File: config.mk
export PLATFORM = sky130hd
export DESIGN_NAME = key_trig_decoder
export DESIGN_NICKNAME = d
export VERILOG_FILES = /design/src/rtl/ktd_pkg.sv /design/src/rtl/ktd_sync_deb.sv /design/src/rtl/ktd_pattern_dec.sv /design/src/rtl/ktd_lockout.sv /design/src/rtl/key_trig_decoder.sv
export SDC_FILE = /design/constraint.sdc
export NUM_CORES = 1
export LEC_CHECK = 0
export BUFFER_PORTS_ARGS = -buffer_cell sky130_fd_sc_hd__buf_4
export CAP_MARGIN = 10
export CORE_UTILIZATION = 55
export DETAILED_ROUTE_END_ITERATION = 6
export GPL_TIMING_DRIVEN = 0
export PLACE_DENSITY = 0.78
export SLEW_MARGIN = 20
export SYNTH_ARGS = -nofsm -noshare
export SYNTH_HDL_FRONTEND = slang
export SYNTH_HIERARCHICAL = 1
export SYNTH_SLANG_ARGS = --single-unit
File: constraint.sdc
create_clock -name clk -period 9.65 [get_ports clk]
set_input_delay 1.93 -clock clk [delete_from_list [all_inputs] [get_ports clk]]
set_output_delay 1.93 -clock clk [all_outputs]
set_load 0.1 [all_outputs]
File: src/rtl/ktd_pkg.sv
package ktd_pkg;

    typedef struct packed {
        logic edge_trig;
        logic holdable;
        logic retrig;
    } grp_opt_t;

    typedef enum logic {
        SRC_KEY = 1'b0,
        SRC_SEQ = 1'b1
    } trig_src_t;

endpackage

File: src/rtl/ktd_sync_deb.sv
module ktd_sync_deb #(
    parameter int WIDTH       = 8,
    parameter int SYNC_STAGES = 2,
    parameter int CNT_W       = 8
) (
    input  logic             clk,
    input  logic             rst_n,
    input  logic             tick_i,
    input  logic [CNT_W-1:0] limit_i,
    input  logic [WIDTH-1:0] raw_i,
    output logic [WIDTH-1:0] stable_o
);

    typedef struct packed {
        logic [SYNC_STAGES-1:0][WIDTH-1:0] sync;
        logic [WIDTH-1:0]                  cand;
        logic [WIDTH-1:0]                  stable;
        logic [CNT_W-1:0]                  cnt;
    } deb_state_t;

    deb_state_t q, d;
    logic [WIDTH-1:0] settled;
    logic [CNT_W:0]   next_cnt;

    always_comb begin
        d = q;
        d.sync[0] = raw_i;
        for (int i = 1; i < SYNC_STAGES; i++) begin
            d.sync[i] = q.sync[i-1];
        end
        settled  = q.sync[SYNC_STAGES-1];
        next_cnt = {1'b0, q.cnt} + 1'b1;
        if (settled != q.cand) begin
            // any movement restarts the window
            d.cand = settled;
            d.cnt  = '0;
        end else if (tick_i && (q.stable != q.cand)) begin
            if (next_cnt >= {1'b0, limit_i}) begin
                d.stable = q.cand;
            end else begin
                d.cnt = next_cnt[CNT_W-1:0];
            end
        end
    end

    always_ff @(posedge clk or negedge rst_n) begin
        if (!rst_n) begin
            q <= '0;
        end else begin
            q <= d;
        end
    end

    assign stable_o = q.stable;

endmodule

File: src/rtl/ktd_pattern_dec.sv
module ktd_pattern_dec #(
    parameter int NUM_KEYS = 8,
    parameter int MAX_RUN  = 4,
    parameter int GROUP_W  = 8
) (
    input  logic [NUM_KEYS-1:0] pattern_i,
    output logic                hit_o,
    output logic [GROUP_W-1:0]  group_o
);

    function automatic logic [NUM_KEYS-1:0] run_mask(input int first, input int len);
        logic [NUM_KEYS-1:0] m;
        m = '0;
        for (int b = 0; b < len; b++) begin
            m[(first + b) % NUM_KEYS] = 1'b1;
        end
        return m;
    endfunction

    always_comb begin
        hit_o   = 1'b0;
        group_o = '0;
        for (int len = 1; len <= MAX_RUN; len++) begin
            for (int st = 0; st < NUM_KEYS; st++) begin
                if (pattern_i == run_mask(st, len)) begin
                    hit_o   = 1'b1;
                    group_o = GROUP_W'((len - 1) * NUM_KEYS + st + 1);
                end
            end
        end
    end

endmodule

File: src/rtl/ktd_lockout.sv
module ktd_lockout #(
    parameter int LOCK_SAMPLES = 256
) (
    input  logic clk,
    input  logic rst_n,
    input  logic start_i,
    input  logic tick_i,
    output logic locked_o
);

    localparam int LOCK_W = $clog2(LOCK_SAMPLES + 1);

    logic [LOCK_W-1:0] cnt_q, cnt_d;

    always_comb begin
        cnt_d = cnt_q;
        if (start_i) begin
            cnt_d = LOCK_W'(LOCK_SAMPLES);
        end else if (tick_i && (cnt_q != '0)) begin
            cnt_d = cnt_q - 1'b1;
        end
    end

    always_ff @(posedge clk or negedge rst_n) begin
        if (!rst_n) begin
            cnt_q <= '0;
        end else begin
            cnt_q <= cnt_d;
        end
    end

    assign locked_o = (cnt_q != '0);

endmodule

File: src/rtl/key_trig_decoder.sv
module key_trig_decoder
    import ktd_pkg::*;
#(
    parameter int NUM_KEYS     = 8,
    parameter int MAX_RUN      = 4,
    parameter int GROUP_W      = 8,
    parameter int LAST_GROUP   = 254,
    parameter int SYNC_STAGES  = 2,
    parameter int DEB_SHORT    = 65,
    parameter int DEB_LONG     = 16000,
    parameter int DEB_SHORT_RT = 200,
    parameter int DEB_LONG_RT  = 24000,
    parameter int LOCK_SAMPLES = 256
) (
    input  logic                           clk,
    input  logic                           rst_n,
    input  logic                           fast_tick_i,
    input  logic                           sample_tick_i,
    input  logic                           long_deb_i,
    input  logic [NUM_KEYS-1:0]            keys_i,
    input  logic                           seq_btn_i,
    input  logic [NUM_KEYS*MAX_RUN-1:0]    opt_edge_i,
    input  logic [NUM_KEYS*MAX_RUN-1:0]    opt_hold_i,
    input  logic [NUM_KEYS*MAX_RUN-1:0]    opt_retrig_i,
    input  logic                           seq_edge_i,
    input  logic                           seq_hold_i,
    input  logic                           seq_retrig_i,
    input  logic                           busy_i,
    input  logic                           play_done_i,
    input  logic                           ramp_end_i,
    output logic                           req_valid_o,
    output logic [GROUP_W-1:0]             req_group_o,
    output logic                           req_edge_o,
    output logic                           req_hold_o,
    output logic                           req_retrig_o,
    output logic                           stop_o
);

    localparam int KEY_GROUPS = NUM_KEYS * MAX_RUN;
    localparam int FIRST_SEQ  = KEY_GROUPS + 1;
    localparam int KG_W       = $clog2(KEY_GROUPS);
    localparam int MAX_A      = (DEB_SHORT > DEB_LONG) ? DEB_SHORT : DEB_LONG;
    localparam int MAX_B      = (DEB_SHORT_RT > DEB_LONG_RT) ? DEB_SHORT_RT : DEB_LONG_RT;
    localparam int DEB_MAX    = (MAX_A > MAX_B) ? MAX_A : MAX_B;
    localparam int CNT_W      = $clog2(DEB_MAX + 1);

    typedef struct packed {
        logic [NUM_KEYS-1:0] keys_prev;
        logic                seq_prev;
        logic [GROUP_W-1:0]  seq_ptr;
        logic                act_valid;
        logic [GROUP_W-1:0]  act_group;
        grp_opt_t            act_opt;
        trig_src_t           act_src;
        logic                req_valid;
        logic [GROUP_W-1:0]  req_group;
        grp_opt_t            req_opt;
        logic                stop;
    } ctl_state_t;

    ctl_state_t q, d;

    // debounce window selection
    logic             retrig_win;
    logic [CNT_W-1:0] deb_limit;

    always_comb begin
        retrig_win = q.act_valid && q.act_opt.retrig && busy_i;
        case ({retrig_win, long_deb_i})
            2'b00:   deb_limit = CNT_W'(DEB_SHORT);
            2'b01:   deb_limit = CNT_W'(DEB_LONG);
            2'b10:   deb_limit = CNT_W'(DEB_SHORT_RT);
            default: deb_limit = CNT_W'(DEB_LONG_RT);
        endcase
    end

    // input conditioning, one instance per source
    logic [NUM_KEYS-1:0] keys_st;
    logic [0:0]          seq_st_v;
    logic                seq_st;

    ktd_sync_deb #(
        .WIDTH       (NUM_KEYS),
        .SYNC_STAGES (SYNC_STAGES),
        .CNT_W       (CNT_W)
    ) u_key_deb (
        .clk      (clk),
        .rst_n    (rst_n),
        .tick_i   (fast_tick_i),
        .limit_i  (deb_limit),
        .raw_i    (keys_i),
        .stable_o (keys_st)
    );

    ktd_sync_deb #(
        .WIDTH       (1),
        .SYNC_STAGES (SYNC_STAGES),
        .CNT_W       (CNT_W)
    ) u_seq_deb (
        .clk      (clk),
        .rst_n    (rst_n),
        .tick_i   (fast_tick_i),
        .limit_i  (deb_limit),
        .raw_i    (seq_btn_i),
        .stable_o (seq_st_v)
    );

    assign seq_st = seq_st_v[0];

    logic               key_hit;
    logic [GROUP_W-1:0] key_grp;

    ktd_pattern_dec #(
        .NUM_KEYS (NUM_KEYS),
        .MAX_RUN  (MAX_RUN),
        .GROUP_W  (GROUP_W)
    ) u_dec (
        .pattern_i (keys_st),
        .hit_o     (key_hit),
        .group_o   (key_grp)
    );

    logic locked;

    ktd_lockout #(
        .LOCK_SAMPLES (LOCK_SAMPLES)
    ) u_lock (
        .clk      (clk),
        .rst_n    (rst_n),
        .start_i  (ramp_end_i),
        .tick_i   (sample_tick_i),
        .locked_o (locked)
    );

    // option lookup for the decoded key group
    logic [KG_W-1:0] kidx;
    grp_opt_t        key_opt;
    grp_opt_t        seq_opt;

    always_comb begin
        kidx              = KG_W'(key_grp - GROUP_W'(1));
        key_opt.edge_trig = opt_edge_i[kidx];
        key_opt.holdable  = opt_hold_i[kidx];
        key_opt.retrig    = opt_retrig_i[kidx];
        seq_opt.edge_trig = seq_edge_i;
        seq_opt.holdable  = seq_hold_i;
        seq_opt.retrig    = seq_retrig_i;
    end

    // event detection and request arbitration
    logic               key_press, key_release, seq_press, seq_release;
    logic               press_ok, src_held, src_released;
    logic               issue;
    logic [GROUP_W-1:0] iss_group;
    grp_opt_t           iss_opt;
    trig_src_t          iss_src;

    always_comb begin
        d           = q;
        d.req_valid = 1'b0;
        d.stop      = 1'b0;
        d.keys_prev = keys_st;
        d.seq_prev  = seq_st;

        key_press   = key_hit && (keys_st != q.keys_prev);
        key_release = (keys_st == '0) && (q.keys_prev != '0);
        seq_press   = seq_st && !q.seq_prev;
        seq_release = !seq_st && q.seq_prev;

        press_ok = !locked && (!busy_i || (q.act_valid && q.act_opt.retrig));

        if (q.act_src == SRC_KEY) begin
            src_held     = key_hit && (key_grp == q.act_group);
            src_released = key_release;
        end else begin
            src_held     = seq_st;
            src_released = seq_release;
        end

        issue     = 1'b0;
        iss_group = q.act_group;
        iss_opt   = q.act_opt;
        iss_src   = q.act_src;

        if (key_press && press_ok) begin
            issue     = 1'b1;
            iss_group = key_grp;
            iss_opt   = key_opt;
            iss_src   = SRC_KEY;
        end else if (seq_press && press_ok) begin
            issue     = 1'b1;
            iss_group = q.seq_ptr;
            iss_opt   = seq_opt;
            iss_src   = SRC_SEQ;
            d.seq_ptr = (q.seq_ptr == GROUP_W'(LAST_GROUP)) ? GROUP_W'(FIRST_SEQ)
                                                             : q.seq_ptr + 1'b1;
        end else if (play_done_i && q.act_valid) begin
            if (!q.act_opt.edge_trig && src_held && !locked) begin
                issue = 1'b1;    // level group still held: play again
            end else begin
                d.act_valid = 1'b0;
            end
        end else if (q.act_valid && q.act_opt.holdable && busy_i && src_released) begin
            d.stop      = 1'b1;
            d.act_valid = 1'b0;
        end

        if (issue) begin
            d.req_valid = 1'b1;
            d.req_group = iss_group;
            d.req_opt   = iss_opt;
            d.act_valid = 1'b1;
            d.act_group = iss_group;
            d.act_opt   = iss_opt;
            d.act_src   = iss_src;
        end
    end

    always_ff @(posedge clk or negedge rst_n) begin
        if (!rst_n) begin
            q         <= '0;
            q.seq_ptr <= GROUP_W'(FIRST_SEQ);
        end else begin
            q <= d;
        end
    end

    assign req_valid_o  = q.req_valid;
    assign req_group_o  = q.req_group;
    assign req_edge_o   = q.req_opt.edge_trig;
    assign req_hold_o   = q.req_opt.holdable;
    assign req_retrig_o = q.req_opt.retrig;
    assign stop_o       = q.stop;

endmodule

# == Word level (Yosys, flattened, before mapping) ==
# Index checks and enable logic that the tools add are counted.
# Widths: inputs -> output; s select.
# totals
reg_bits,107
output_inout_bits,13
elab_cells,222
# classes
n_addsub,5
magnitude_cmp,3
n_eq_ne,46
n_mux,102
bitwise_logic,3
reduce_logical,41
# op_table
operator,n
$mux 15,6
$eq 8x8->1 const B,11
$mux 5,16
$mux 1,53
$pmux 15 s3,1
$add 15x1->16 const B,2
$eq 8x4->1 const B,4
$eq 8x5->1 const B,4
$eq 8x6->1 const B,4
$eq 8x7->1 const B,4
$ge 16x15->1,2
$mux 4,8
$mux 25,1
$eq 8x3->1 const B,3
$mux 8,3
$ne 8x8->1,3
$logic_and 1x1->1,19
$mux 3,6
$mux 9,2
$eq 8x2->1 const B,2
$bmux 1 s5,3
$reduce_bool 9->1,1
$sub 9x1->9 const B,1
$add 8x1->8 const B,1
other kinds (23),40

# == Depth between registers and ports, before layout ==
# logic_depth
ltp_word,44
depth_mapped,20

# == Cells and area by module ==
# Netlist, hierarchy kept.
# by_module_without_submodules
mod,n_inst,cells_per_inst,area_per_inst_um2,seq_area_each_um2
key_trig_decoder,1,252,2627.5,803.3
ktd_sync_deb at u_key_deb,1,237,2478.6,1176.1
ktd_sync_deb at u_seq_deb,1,184,1581.5,475.5
ktd_pattern_dec,1,115,721.9,0.0
ktd_lockout,1,50,518.0,225.2

# == Least setup slack after synthesis ==
# Ideal clock, no wire load.
# synth_timing
path_type,register -> register
startpoint,"register u_key_deb.q, in the netlist u_key_deb/stable_o[6]"
endpoint,register (tool-made name)
arrival_ns,4.135
required_time_ns,9.524
path_slack_ns,5.389
stages_incl_launch_ff,21
synth_period_minus_slack_ns,4.261
cell_sequence,dfrtp_1 -> buf_4 -> buf_6 -> or2_1 -> buf_6 -> or4_4 -> o32ai_2 -> a22oi_1 -> o211ai_1 -> buf_2 -> buf_2 -> inv_2 -> ha_1 -> clkbuf_1 -> clkbuf_1 -> mux4_2 -> mux2i_1 -> o21ai_0 -> nand3_1 -> a211oi_1 -> a221o_1
# synth_rtl
element,line_no,rtl
from (decl),ktd_sync_deb.sv:21,"deb_state_t q, d;"
from (signal assigned),ktd_sync_deb.sv:48,q <= '0;
from (signal assigned),ktd_sync_deb.sv:50,q <= d;

==> impl_metrics.toml <==
[outcome]
outcome = "complete, no violations"

[sta]
relSlewSlack_pct = 42.5
clock.fmax_ghz = 0.194
fin_skew_ps = 7.99
tightest_slew_ps = 862
hold_viol = 0
hold_ws_ps = 353
period_needed_ps = 5160
maxSlewViolCount = 0
finalCritPeriodShare_pct = 53.4
fin_tns_setup_ps = 0
finalSetupViolations = 0
rsz0062_at_grt = "false"

[placed_design]
dp_hpwl_mm = 14.4
port_buffers = 127
routabilityCongestion = 0.931
placedCellCount = 1153

[worst_hold_path]
whs_path_depth = 0
min_path_type = "flip-flop to flip-flop"

[floorplan]
die_w_um = 122
rows = 43
start_util_pct = 56.7
dieHeight_um = 122
pin_count = 129
dieArea_um2 = 14900
coreArea_um2 = 14000

[setup_path]
r2r_cells = 20
cp_max_fo = 10
start_kind = "flip-flop"
end_kind = "flip-flop"
crit_type = "flip-flop to flip-flop"
arrival_ps = 5400
required_ps = 9900

[drt]
firstDrtPassIters = 5
via_count = 6949
antenna_left = 0
route.detailed.drc = 0
wire_per_inst_um = 16.5
avgViaCountPerCell = 5.94
first_iter_violations = 545
routed_wl_mm = 19.3

[synth]
synth_area_um2 = 7930
synth_edf_count = 0
post_synth.cell_area_avg_um2 = 9.46
synthDistinctLibCells = 95
syn_inst = 838
synth_seq_cells = 107
synth_warnings = 6
synth-async-reset-ratio_pct = 100
seq_area_frac_synth_pct = 33.8
synth_flop_cell = "dfrtp_1"

[layout]
fill_cells = 1152
n_antenna_cell = 0
layout_common_cells = "buf_4, dfrtp_1, nand2_1"
fin_nets = 1136
final_common_cell = "buf_4"
fin_cells = 1169
area.growth.synth_to_final_pct = 19.2
layout-drive-gt1-share_pct = 25.6
utilization_pct = 67.6

[cts]
clkLatencyLatePin_ps = 360
clk_pin_slew_ps = 80
ctsHtreeMaxLevel = 3
clock_sinks = 107
cts_hold_buffers = 0
cts_setup_buffers = 0
cts_buffers = 9
clockBufferDepth = 2
post_cts_resized = 0
tritoncts = "done"
clockRootBuffer = "clkbuf_16"

[grt]
grt_pass1_wl_mm = 32.3
grt-ovfl-total = 0
grt_start_max_net_pins = 108
antenna_found_initial = 0
grt.total_usage_pct = 27.6
first_global_vias = 6829

[pwr]
powerDensity_nw_per_um2 = 110
max-vdd-ir-drop_uv = 95.5
leakage_nw = 4.33

[run]
drv_cap = 0
-- routing by layer --
metal / up-vias / share of wire (%) / global-route usage (%)
met5: - / 0 / 0
met4: 0 / 2.7 / 12.5
met3: 30 / 5.5 / 3.51
met2: 262 / 51 / 47.7
met1: 3331 / 41 / 34.3
li1: 3326 / - / -
-- final cells by class --
type	instances	area (um2)	area share [%]
multi-input cells	621	4720	50.0
flip-flops and latches	107	2680	28.4
repair buffers	127	960	10.2
plain buffers	69	375	3.97
clock buffers	9	225	2.38
well taps	180	225	2.38
inverters	49	184	1.95
clock inverters	7	78.8	0.834
-- synth_stat cells (all sizes together), types with 8 or more instances --
| cell type | n | area share [%] |
|---|---|---|
| a221o | 8 | 1.0 |
| nand4 | 14 | 1.2 |
| nand2b | 10 | 0.88 |
| nand2 | 63 | 3.0 |
| mux2i | 10 | 1.3 |
| nor4 | 20 | 2.0 |
| mux4 | 24 | 6.8 |
| nor2 | 42 | 2.0 |
| xnor2 | 34 | 3.8 |
| a21oi | 50 | 3.2 |
| or4 | 8 | 0.85 |
| o31ai | 11 | 1.2 |
| nand3 | 39 | 2.7 |
| inv | 49 | 2.3 |
| o21ai | 37 | 2.3 |
| ha | 36 | 5.7 |
| buf | 39 | 3.3 |
| and3 | 18 | 1.5 |
| or3 | 19 | 1.6 |
| dfrtp | 105 | 33 |
| mux2 | 9 | 1.3 |
| xor2 | 43 | 4.8 |
| clkbuf | 30 | 1.4 |
| nor3 | 18 | 1.2 |
| a211oi | 8 | 0.82 |
-- kinds of logic (layout without fill, tap and decap cells) --
family          after synthesis  after routing  share of synthesized area (%)
fa+ha+maj                    36             36                           5.68
flops                       107            107                           33.8
other cells                   2             10                         0.0947
simple gates                284            284                           20.3
compound gates              171            171                           15.1
buf+inv                     118            261                           7.05
xor+xnor                     77             77                           8.60
mux                          43             43                           9.36
-- power by group --
group / leakage, nW / internal (mW) / switching (mW)
sequential: 1.37 / 0.466 / 0.0190
clock: 0.148 / 0.185 / 0.195
combinational: 2.80 / 0.0807 / 0.0957
-- worst paths after layout --
path,start,to,slack (ps)
worst max-delay path,u_key_deb/stable_o[6]$_DFFE_PN0P_,flip-flop,4490
worst min-delay path,u_key_deb/d[46]$_DFF_PN0_,u_key_deb/settled[7]$_DFF_PN0_,350
worst max register to register,u_key_deb/stable_o[6]$_DFFE_PN0P_,flip-flop,4490
worst min register to register,u_key_deb/d[46]$_DFF_PN0_,u_key_deb/settled[7]$_DFF_PN0_,350
max in group asynchronous,rst_n,async pin,7380
min in group asynchronous,rst_n,u_key_deb/q[13]$_DFFE_PN0P_,1660
-- worst max-delay path, stage by stage (launching register included) --
cell      delay, ps
dfrtp_1         410
buf_4           170
buf_6           130
or2_1           230
buf_6           140
or4_4           430
o32ai_2         220
a22oi_1         140
o211ai_1        100
buf_2           290
buf_2           350
inv_2           110
ha_1            290
clkbuf_1        250
clkbuf_1        450
mux4_2          380
mux2i_1         310
o21ai_0         150
nand3_1         110
a211oi_1         90
a221o_1         280
-- through the flow --
stage / setup WS, ps / instance area (um2) / total power, mW
6_report: 4490 / 9450 / 1.04
5_1_grt: 4180 / 9450 / 1.09
3_5_place_dp: 4570 / 9140 / 0.670
2_1_floorplan: 5390 / 7960 / 0.598
3_3_place_gp: 4610 / 9140 / 0.666
4_1_cts: 4540 / 9440 / 1.05
Power figures use the tool's default switching activity.
